File: config.mk
export PLATFORM = sky130hd
export DESIGN_NAME = rate_tap_gen
export DESIGN_NICKNAME = d
export VERILOG_FILES = /design/src/rtl/rtg_pkg.sv /design/src/rtl/rtg_divider.sv /design/src/rtl/rtg_tap_sel.sv /design/src/rtl/rtg_flag.sv /design/src/rtl/rate_tap_gen.sv
export SDC_FILE = /design/constraint.sdc
export NUM_CORES = 1
export LEC_CHECK = 0
export CORE_MARGIN = 2
export CORE_UTILIZATION = 35
export CTS_BUF_LIST = sky130_fd_sc_hd__clkbuf_8 sky130_fd_sc_hd__clkbuf_16
export DETAILED_ROUTE_END_ITERATION = 10
export PLACE_DENSITY = 0.58
export RECOVER_POWER = 100
export SLEW_MARGIN = 20
export SYNTH_ARGS = -nofsm -noshare
export SYNTH_HDL_FRONTEND = slang
export SYNTH_SLANG_ARGS = --single-unit
File: constraint.sdc
create_clock -name clk -period 9.1 [get_ports clk]
set_input_delay 1.82 -clock clk [delete_from_list [all_inputs] [get_ports clk]]
set_output_delay 1.82 -clock clk [all_outputs]
set_load 0.01 [all_outputs]
File: src/rtl/rtg_pkg.sv
package rtg_pkg;
  localparam int unsigned RATE_W = 4;

  // divider bit driven out for a given rate code (code 0 is handled as "off")
  function automatic int unsigned rate_tap(input logic [RATE_W-1:0] code);
    case (code)
      4'd0:    return 32'd0;
      4'd1:    return 32'd6;
      4'd2:    return 32'd7;
      4'd3:    return 32'd1;
      default: return 32'(code) - 32'd2;
    endcase
  endfunction
endpackage

File: src/rtl/rtg_divider.sv
module rtg_divider #(
  parameter int unsigned STAGES = 15
) (
  input  logic              clk,
  input  logic              rst,
  input  logic              tick_i,
  output logic [STAGES-1:0] cnt_o,
  output logic [STAGES-1:0] cnt_nxt_o
);
  always_comb cnt_nxt_o = tick_i ? cnt_o + STAGES'(1) : cnt_o;

  always_ff @(posedge clk) begin
    if (rst) cnt_o <= '0;
    else     cnt_o <= cnt_nxt_o;
  end

  // one step per tick, frozen otherwise
  a_r2_step: assert property (@(posedge clk) disable iff (rst)
    tick_i |=> cnt_o == $past(cnt_o) + STAGES'(1));
  a_r2_hold: assert property (@(posedge clk) disable iff (rst)
    !tick_i |=> $stable(cnt_o));
endmodule

File: src/rtl/rtg_tap_sel.sv
module rtg_tap_sel #(
  parameter int unsigned STAGES = 15,
  localparam int unsigned IDX_W = $clog2(STAGES)
) (
  input  logic                       clk,
  input  logic                       rst,
  input  logic                       tick_i,
  input  logic [rtg_pkg::RATE_W-1:0] rate_i,
  input  logic [STAGES-1:0]          cnt_nxt_i,
  output logic                       tap_q_o,
  output logic                       tap_nxt_o,
  output logic                       rise_o
);
  int unsigned      idx_full;
  logic [IDX_W-1:0] idx;
  logic             sel_bit;

  always_comb begin
    idx_full  = rtg_pkg::rate_tap(rate_i);
    idx       = (idx_full < STAGES) ? IDX_W'(idx_full) : IDX_W'(STAGES - 1);
    sel_bit   = (rate_i != '0) && cnt_nxt_i[idx];
    tap_nxt_o = tick_i ? sel_bit : tap_q_o;
    rise_o    = tap_nxt_o && !tap_q_o;
  end

  always_ff @(posedge clk) begin
    if (rst) tap_q_o <= 1'b0;
    else     tap_q_o <= tap_nxt_o;
  end

  // code is only looked at on a tick
  a_r9_hold: assert property (@(posedge clk) disable iff (rst)
    !tick_i |=> $stable(tap_q_o));
  // code 0 keeps the tap low
  a_r4_off: assert property (@(posedge clk) disable iff (rst)
    (tick_i && rate_i == '0) |=> !tap_q_o);
endmodule

File: src/rtl/rtg_flag.sv
module rtg_flag (
  input  logic clk,
  input  logic rst,
  input  logic set_i,
  input  logic clr_i,
  output logic flag_o,
  output logic flag_nxt_o
);
  always_comb flag_nxt_o = set_i || (flag_o && !clr_i);

  always_ff @(posedge clk) begin
    if (rst) flag_o <= 1'b0;
    else     flag_o <= flag_nxt_o;
  end

  // set beats clear, clear works alone
  a_r7_set_wins: assert property (@(posedge clk) disable iff (rst)
    (set_i && clr_i) |=> flag_o);
  a_r7_clear: assert property (@(posedge clk) disable iff (rst)
    (clr_i && !set_i) |=> !flag_o);
  // flag only rises on a tap rise
  a_r6_cause: assert property (@(posedge clk) disable iff (rst)
    !set_i |=> !$rose(flag_o));
endmodule

File: src/rtl/rate_tap_gen.sv
module rate_tap_gen #(
  parameter int unsigned STAGES = 15
) (
  input  logic       clk,
  input  logic       rst,
  input  logic       tick_i,
  input  logic [3:0] rate_sel_i,
  input  logic       sqw_en_i,
  input  logic       pie_en_i,
  input  logic       flag_clr_i,
  output logic       sqw_o,
  output logic       flag_o,
  output logic       irq_o
);
  logic [STAGES-1:0] cnt, cnt_nxt;
  logic tap_q, tap_nxt, rise, flag_nxt;

  rtg_divider #(.STAGES(STAGES)) u_div (
    .clk(clk), .rst(rst), .tick_i(tick_i), .cnt_o(cnt), .cnt_nxt_o(cnt_nxt));

  rtg_tap_sel #(.STAGES(STAGES)) u_sel (
    .clk(clk), .rst(rst), .tick_i(tick_i), .rate_i(rate_sel_i),
    .cnt_nxt_i(cnt_nxt), .tap_q_o(tap_q), .tap_nxt_o(tap_nxt), .rise_o(rise));

  rtg_flag u_flag (
    .clk(clk), .rst(rst), .set_i(rise), .clr_i(flag_clr_i),
    .flag_o(flag_o), .flag_nxt_o(flag_nxt));

  always_ff @(posedge clk) begin
    if (rst) begin
      sqw_o <= 1'b0;
      irq_o <= 1'b0;
    end else begin
      sqw_o <= sqw_en_i && tap_nxt;
      irq_o <= pie_en_i && flag_nxt;
    end
  end

  // disabled square wave is low
  a_r5_gate: assert property (@(posedge clk) disable iff (rst)
    !sqw_en_i |=> !sqw_o);
  // request needs the flag and the enable
  a_r8_needs_flag: assert property (@(posedge clk) disable iff (rst)
    irq_o |-> flag_o);
  a_r8_masked: assert property (@(posedge clk) disable iff (rst)
    !pie_en_i |=> !irq_o);
  // outputs quiet right after reset
  a_r1_quiet: assert property (@(posedge clk)
    $past(rst) |-> (!sqw_o && !flag_o && !irq_o));
endmodule

# After elaboration in Yosys (flattened, before gate mapping)
# Cells that the tools add are included.
# word_totals
output_inout_bits,3
regBits,19
wordCells,28
in_bits,10
# op_classes
n_addsub,2
eq_ne,3
n_mux,6
n_lt_le_gt_ge,2
reduce_logical,10
# op_table
op,count
32-bit one-hot mux with 4 select lines,1
32-bit by 4-bit < comparator with 1-bit output (second input constant),1
15-bit by 1-bit adder with 15-bit output (second input constant),1
15-bit two-way mux,1
4-bit by 2-bit equality test with 1-bit output (second input constant),2
1-bit logical AND,5
4-bit by 5-bit < comparator with 1-bit output (second input constant),1
4-bit by 2-bit subtractor with 5-bit output (second input constant),1
1-bit binary-select mux with 4-bit select,1
4-bit by 1-bit equality test with 1-bit output (second input constant),1
4-bit logical NOT,1
4-bit two-way mux,1
4-bit nonzero test,1
1-bit logical NOT,2
1-bit two-way mux,2
1-bit logical OR,1

# Longest topological paths before layout
# Gate-level depths: netlist of run 1.
# depth
depth_word,11
ltp_mapped,10
mapped_depth_nobuf,9

# By module
# From an unflattened synthesis of run 1, not the netlist that was laid out.
# hier_totals
cells_unflattened,154
hier_area_um2,1358.8
# by_module_without_submodules
module,cells_per_inst,area_per_inst_um2,seq_area_each_um2,n_inst
rtg_divider,89,808.3,300.3,1
rtg_tap_sel,56,442.9,20.0,1
rate_tap_gen,4,57.6,40.0,1
rtg_flag,5,50.0,20.0,1

# Worst setup path after synthesis of run 1
# Ideal clock, no wire load.
# synth_path
kind,input port to flip-flop
from,input rate_sel_i[1]
to,register sqw_o
t_arrival_ps,4015
setup_ps,86
path_stages,10
path_buffers,1
setup_slack_ps,4999
required_ps,9014
cell_sequence,buf_2 > inv_1 > ha_1 > nand2b_1 > a211oi_2 > nor2_1 > and3_1 > a211o_1 > a41o_1 > a211oi_1
# synth_between
elab_chain_len,9
elab_cells_between_ends,14
classes_between,add/sub (1); order compare (1); eq/ne (3); mux (5); reduce/logical (4)
# synth_lines
item,line_no,source
"start, declared",rate_tap_gen.sv:7,"input logic [3:0] rate_sel_i,"
"4-bit by 2-bit subtractor with 5-bit output, or another cell as far along",rtg_pkg.sv:11,default: return 32'(code) - 32'd2;
32-bit one-hot mux with 4 select lines,rtg_pkg.sv:6,case (code)
32-bit by 4-bit < comparator with 1-bit output,rtg_tap_sel.sv:20,idx = (idx_full < STAGES) ? IDX_W'(idx_full) : IDX_W'(STAGES - 1);
4-bit two-way mux,rtg_tap_sel.sv:20,
1-bit binary-select mux with 4-bit select,rtg_tap_sel.sv:21,sel_bit = (rate_i != '0) && cnt_nxt_i[idx];
1-bit two-way mux (implied by the code),rtg_tap_sel.sv:21,
1-bit logical AND (*),rtg_tap_sel.sv:21,
1-bit two-way mux (*),rtg_tap_sel.sv:22,tap_nxt_o = tick_i ? sel_bit : tap_q_o;
1-bit logical AND (*),rate_tap_gen.sv:34,sqw_o <= sqw_en_i && tap_nxt;
"end signal, assigned",rate_tap_gen.sv:34,
"end, declared",rate_tap_gen.sv:11,"output logic sqw_o,"
# Every way passes the cells marked *; elsewhere a longest branch is shown, timed or not. The select of a mux whose other input is x is not followed.
# A chain may end at the register's enable or synchronous reset.

# Worst setup path after layout of run 1
# layout_path
from,input rate_sel_i[1]
to,register u_flag.flag_o
# layout_between
elab_chain_len,10
elab_cells_between_ends,15
classes_between,add/sub (1); order compare (1); eq/ne (3); mux (5); reduce/logical (5)
# layout_lines
item,line_no,source
"4-bit by 2-bit subtractor with 5-bit output, or another cell as far along",rtg_pkg.sv:11,
32-bit one-hot mux with 4 select lines,rtg_pkg.sv:6,
32-bit by 4-bit < comparator with 1-bit output,rtg_tap_sel.sv:20,
4-bit two-way mux,rtg_tap_sel.sv:20,
1-bit binary-select mux with 4-bit select,rtg_tap_sel.sv:21,
1-bit two-way mux (implied by the code),rtg_tap_sel.sv:21,
1-bit logical AND (*),rtg_tap_sel.sv:21,
1-bit two-way mux (*),rtg_tap_sel.sv:22,
1-bit logical AND (*),rtg_tap_sel.sv:23,rise_o = tap_nxt_o && !tap_q_o;
1-bit logical OR (*),rtg_flag.sv:9,always_comb flag_nxt_o = set_i || (flag_o && !clr_i);
"end signal, assigned",rtg_flag.sv:13,else flag_o <= flag_nxt_o;
"end, declared",rtg_flag.sv:6,"output logic flag_o,"
# Marked as above.

==> results of run 1 <==
where the power goes:
part           total [mW]  leakage, nW  internal, mW  switching [mW]
registers          0.0881        0.154        0.0851         0.00300
logic              0.0362        0.369        0.0163          0.0199
clock network      0.0591       0.0255        0.0305          0.0287
metal layers:
metal / up-vias / global-route usage
met5: - / 0
met4: 0 / 0.0510
met3: 2 / 0.0270
met2: 31 / 0.273
met1: 611 / 0.202
li1: 640 / -
cell families (layout without fill, tap and decap cells):
group / after synthesis / in the layout / synth area share
AND/OR/NAND/NOR: 80 / 80 / 0.313
AO/OA/AOI/OAI: 37 / 37 / 0.218
flip-flops: 19 / 19 / 0.278
XOR/XNOR: 15 / 15 / 0.0960
buffers and inverters: 14 / 22 / 0.0539
multiplexers: 3 / 3 / 0.0229
adder cells (fa/ha/maj): 2 / 2 / 0.0183
sequential cells by signal, indices dropped and copies added, names as in the netlist:
register	cells
sqw_o	1
u_div.cnt_o	15
u_sel.tap_q_o	1
irq_o	1
u_flag.flag_o	1
cell usage in the layout, fill, tap and decap left out, types with 2 or more instances in the layout:
master	count
clkdlybuf4s50_1	6
o21ai_0	4
nor2_1	28
inv_1	6
xnor2_1	10
clkbuf_8	3
nor2b_1	3
nand3_1	8
mux2i_1	2
nor4_1	4
ha_1	2
or3_2	2
dfxtp_1	19
o22ai_1	2
a21oi_1	7
or4_1	2
nand2b_1	3
xor2_1	5
a31oi_1	2
o21a_1	2
a211o_1	4
nand4_1	4
and3_1	3
a211oi_1	2
nand2_1	9
nor3_1	6
dlygate4sd3_1	6
stage by stage:
stage	hold slack, ns	instances	utilization	setup WS, ns
CTS	0.500	226	0.415	4.42
detailed placement	0.469	222	0.403	4.15
finish	0.476	226	0.412	4.01
floorplan	0.453	170	-	5.00
global route	0.495	226	0.412	3.69
global placement	0.469	222	0.403	4.30
cell type report:
type | count | share of cell area
multi-input cells | 137 | 0.589
clock buffers | 3 | 0.0270
well taps | 48 | 0.0392
flip-flops and latches | 19 | 0.248
repair buffers | 12 | 0.0784
clock inverters | 1 | 0.00327
inverters | 6 | 0.0147
critical path, cell delays in order:
cell and delay (ns):
dlygate4sd3_1 0.72, inv_1 0.16, ha_1 0.40, nand2b_1 0.22, a211oi_1 0.77, nor2_1 0.23
and3_1 0.21, a211o_1 0.27, and3_1 0.20, o41ai_1 0.24
final timing paths:
kind	start	end	slack [ns]
worst max-delay path	rate_sel_i[1]	u_flag.flag_o	4.01
worst max register to register	u_div.cnt_o[0]	u_flag.flag_o	6.24
worst min register to register	u_flag.flag_o	u_flag.flag_o	0.48
worst min-delay path	u_flag.flag_o	u_flag.flag_o	0.48
==> qor.txt, run 1 <==
Crit path launch type = input port
Max rail drop VDD = 0.0695 mV
Routed length on met1 = 1.53 mm
Worst r2r path cells = 8
Length of routed met3 wiring = 145 microns
Register Area = 380 sq um
Area share of the leading cell type in the synthesized netlist = 0.278
Clk Latency, worst-skew pair = 0.26 ns
Maximum clock rate = 197 MHz
FP Rows = 22
Horizontal die dimension = 66.5 microns
Worst slew margin relative to its limit = 0.414
Proportion of register bits with asynchronous set or reset after synthesis = 0
Number of buffers inserted to repair setup after CTS = 0
Max Slew Vio Count = 0
Per-instance average area after synthesis = 8.05 sq um
Initial antenna violation count = 0
Area post-placement = 1500 sq um
Number of warnings printed during yosys synthesis = 0
Total die area = 4430 sq um
Biggest area contributors in the synthesized netlist = dfxtp_1 (28%), nor2_1 (7.7%), xnor2_1 (6.4%)
Number of instances in the synthesized netlist = 170
GR Overflow Total = 0
Effective utilization at floorplan = 0.368
Number of gates given a new drive strength after cts = 0
Die H = 66.5 microns
Final-layout fill cell count = 407
I/O pin cnt = 13
Standard cell core area = 3720 sq um
Cell at the root of the clock tree = clkbuf_8
CTS Hold Bufs = 0
Maximum number of pins on one net before global-route repair = 21
Required time reported for the critical path endpoint = 9.26 ns
Data arrival time of the worst path = 5.24 ns
Met2 WL post-DR = 1.57 mm
Post-route design area = 1530 sq um
Most frequently used cell type in the post-synthesis netlist = nor2_1
Number of distinct standard cells referenced by the synthesized netlist = 51
Flip-flop cell with the highest count after synthesis = dfxtp_1
Total wire length after detailed routing = 3.26 mm
Highest routed metal layer = met4
Total via count after detailed routing = 1,284
Cell Area, Synth = 1370 sq um
DRC violation total after the first TritonRoute iteration = 115
Number of max-cap violations = 0
Post-route total power = 183 uW
Final critical-path share of the clock period = 0.559
P_leak = 0.548 nW
Result of the run = finished, final reports clean
H-tree levels = 1
Number of synthesized flops with an enable pin = 0
Category of the most critical setup path = input port to flop
Largest area contributor in the netlist = dfxtp_1
Register area share after synthesis = 0.278
Net Count, Synth = 182
DRT antenna net count = 0
Areal power density over the cells = 120 nW/um^2
Area Overhead vs Synth = 11.9%
1st-pass router iterations = 4
Synth top cells by count = nor2_1 (28), dfxtp_1 (19), xnor2_1 (10)
Setup violation total in the final timing report = 0
Post-route DRC = 0
Synth Register Bits = 19
Worst Path Max Fanout = 8
Critical Path End Type = flop
Cell depth of the worst hold path = 2
Fraction of final layout cells with drive strength greater than 1 = 0.0787
Final setup TNS = 0 ns
Num Clock Sinks = 19
Gp weighted congestion = 0.866
Half-perimeter wire length after placement = 2.48 mm
Global-route usage over all layers = 0.159
Global-route wire length before repair = 5.38 mm
Final-report hold violation count = 0
Clock transition time at the flip-flop clock pins of the worst setup and hold paths = 0.07 ns
Maximum root-to-sink buffer count = 2
Per-cell routed wire length = 14.4 microns
Count of input and output buffers = 12
Vias/cell = 5.68
Number of nets in the finished design = 191
TritonCTS clock tree = yes
Type of the tightest min-delay check = flop to flop
Skew final = 0.00182 ns
Post-layout min period = 5.09 ns
Number of clock buffers inserted by TritonCTS = 3
Area of combinational cells with multiple inputs = 902 sq um
Vias in the first global route = 1,194
Ant diodes = 0
RSZ-0062 raised after global routing = no
Slew of the pin with the lowest slew margin = 0.874 ns
(Power assumes the default switching activity.)
==> run 2: changes to the inputs <==
Clock period 9.1 ns to 4.7 ns, I/O delays scaled along.
==> run 2 against run 1 <==
Global-route usage up 0.065 points. Cell count up 0.44%. Via count down 0.86%. Non-clock buffer count up 1. Critical path depth down 1. Clock-buffer cell count unchanged. Sequential power up 94%. Cell area up 0.65%. Clock skew about the same. Critical endpoint is now sqw_o. Largest power group unchanged.
==> qor.txt, run 2 (synthesis gave the netlist of run 1 again) <==
Horizontal die dimension = 66.5 microns (unchanged)
Half-perimeter wire length after placement = 2.38 mm (was 2.48 mm)
Number of gates given a new drive strength after cts = 0 (unchanged)
Met3 Track Usage GR = 0.0287 (was 0.0270)
# placed instances = 223 (was 222)
Total wire length after detailed routing = 3.24 mm (was 3.26 mm)
Skew final = 0.00221 ns (was 0.00182 ns)
Count of input and output buffers = 12 (unchanged)
Highest-count cells in the layout ignoring fill and taps = nor2_1 (28), dfxtp_1 (19), xnor2_1 (10), nand2_1 (9), nand3_1 (8) (unchanged)
Worst Path Max Fanout = 17 (was 8)
Final setup TNS = 0 ns (unchanged)
Post-route total power = 359 uW (was 183 uW)
Per-cell routed wire length = 14.3 microns (was 14.4 microns)
H-tree levels = 1 (unchanged)
Standard cell core area = 3720 sq um (unchanged)
Num Clock Sinks = 19 (unchanged)
Fraction of final layout cells with drive strength greater than 1 = 0.0838 (was 0.0787)
Vias in the first global route = 1,201 (was 1,194)
Post-layout min period = 4.04 ns
Clock transition time at the flip-flop clock pins of the worst setup and hold paths = 0.07 ns (about the same)
Vias/cell = 5.61 (was 5.68)
Gp weighted congestion = 0.867 (was 0.866)
Type of the tightest min-delay check = flop to flop (unchanged)
Required time reported for the critical path endpoint = 4.82 ns (was 9.26 ns)
Post-route DRC = 0 (unchanged)
Post-route design area = 1540 sq um (was 1530 sq um)
Final critical-path share of the clock period = 0.860
Clk Latency, worst-skew pair = 0.26 ns (about the same)
DRC violation total after the first TritonRoute iteration = 145 (was 115)
Area Overhead vs Synth = 12.6% (was 11.9%)
Cell at the root of the clock tree = clkbuf_8 (unchanged)
Number of nets in the finished design = 192 (was 191)
Final-report hold violation count = 0 (unchanged)
Maximum number of pins on one net before global-route repair = 21 (unchanged)
Data arrival time of the worst path = 4.16 ns (was 5.24 ns)
Max rail drop VDD = 0.136 mV (was 0.0695 mV)
Non-filler cells, final = 227 (was 226)
Met2 Usage GRT = 0.265 (was 0.273)
Number of max-cap violations = 0 (unchanged)
Maximum root-to-sink buffer count = 2 (unchanged)
Leading cell type in the layout, fill and taps excluded = nor2_1 (unchanged)
Total via count after detailed routing = 1,273 (was 1,284)
Result of the run = finished, final reports clean (unchanged)
Maximum clock rate = 248 MHz
P_leak = 0.554 nW (was 0.548 nW)
Most congested layer reported by global routing = met2 (unchanged)
Total die area = 4430 sq um (unchanged)
CTS Hold Bufs = 0 (unchanged)
Slew of the pin with the lowest slew margin = 0.714 ns (was 0.874 ns)
Crit path launch type = input port (unchanged)
Ant diodes = 0 (unchanged)
Routing usage on met1 = 0.205 (was 0.202)
FP Rows = 22 (unchanged)
Initial antenna violation count = 0 (unchanged)
RSZ-0062 raised after global routing = no (unchanged)
Global-route usage over all layers = 0.160 (was 0.159)
Areal power density over the cells = 233 nW/um^2 (was 120 nW/um^2)
Max Slew Vio Count = 0 (unchanged)
Number of buffers inserted to repair setup after CTS = 0 (unchanged)
Setup violation total in the final timing report = 0 (unchanged)
Worst slew margin relative to its limit = 0.523 (was 0.414)
Number of clock buffers inserted by TritonCTS = 3 (unchanged)
DRT antenna net count = 0 (unchanged)
I/O pin cnt = 13 (unchanged)
Largest register FFs = 15 (unchanged)
TritonCTS clock tree = yes (unchanged)
Die H = 66.5 microns (unchanged)
Effective utilization at floorplan = 0.368 (unchanged)
Largest register by flop count = u_div.cnt_o (unchanged)
Area post-placement = 1510 sq um (was 1500 sq um)
Category of the most critical setup path = input port to flop (unchanged)
Critical Path End Type = flop (unchanged)
1st-pass router iterations = 4 (unchanged)
GR Overflow Total = 0 (unchanged)
Global-route wire length before repair = 5.46 mm (was 5.38 mm)
[run 2: path summary, 6_finish.rpt]
check,start,end,slack (ns),cells past startpoint
setup reg to reg,u_div.cnt_o[0],sqw_o,1.58,8
hold / removal,u_flag.flag_o,u_flag.flag_o,0.49,2
hold reg to reg,u_flag.flag_o,u_flag.flag_o,0.49,2
setup / recovery,tick_i,sqw_o,0.66,9
[run 2: area by class of cell]
type                    instances  area, sq um
fillers                       394         2170
multi-input cells             137          908
flip-flops and latches         19          380
well taps                      48         60.1
inverters                       6         22.5
repair buffers                 13          124
clock inverters                 1         5.00
clock buffers                   3         41.3
[run 2: power breakdown]
| group | internal (mW) | switching, mW | leakage, nW |
|---|---|---|---|
| combinational | 0.0320 | 0.0390 | 0.375 |
| sequential | 0.165 | 0.00588 | 0.154 |
| clock | 0.0591 | 0.0585 | 0.0255 |
| total | 0.256 | 0.103 | 0.554 |
[run 2: critical path, cell delays in order]
cell           delay (ns)
dlygate4sd3_1        0.52
clkbuf_1             0.53
nand4_1              0.37
nor4_1               0.45
xnor2_1              0.22
nor2_1               0.08
o311a_1              0.34
a221oi_1             0.53
a211oi_1             0.17
[run 2: metal layers]
| layer | share of wire | wire length, microns |
|---|---|---|
| met5 | 0 | 0 |
| met4 | 0.019 | 63 |
| met3 | 0.052 | 169 |
| met2 | 0.47 | 1510 |
| met1 | 0.46 | 1500 |
[run 2: metrics by stage]
step / util / setup WS, ns / hold slack, ns
floorplan: - / 1.48 / 0.453
global placement: 0.405 / 0.783 / 0.469
detailed placement: 0.405 / 0.626 / 0.483
CTS: 0.418 / 0.882 / 0.502
global route: 0.415 / 0.445 / 0.527
finish: 0.415 / 0.660 / 0.487
==> run 3: changes to the inputs <==
Settings changed: SETUP_SLACK_MARGIN set to 0.2.
==> results of run 3 <==
Final layout, timing and power as in run 2 (identical DEF).
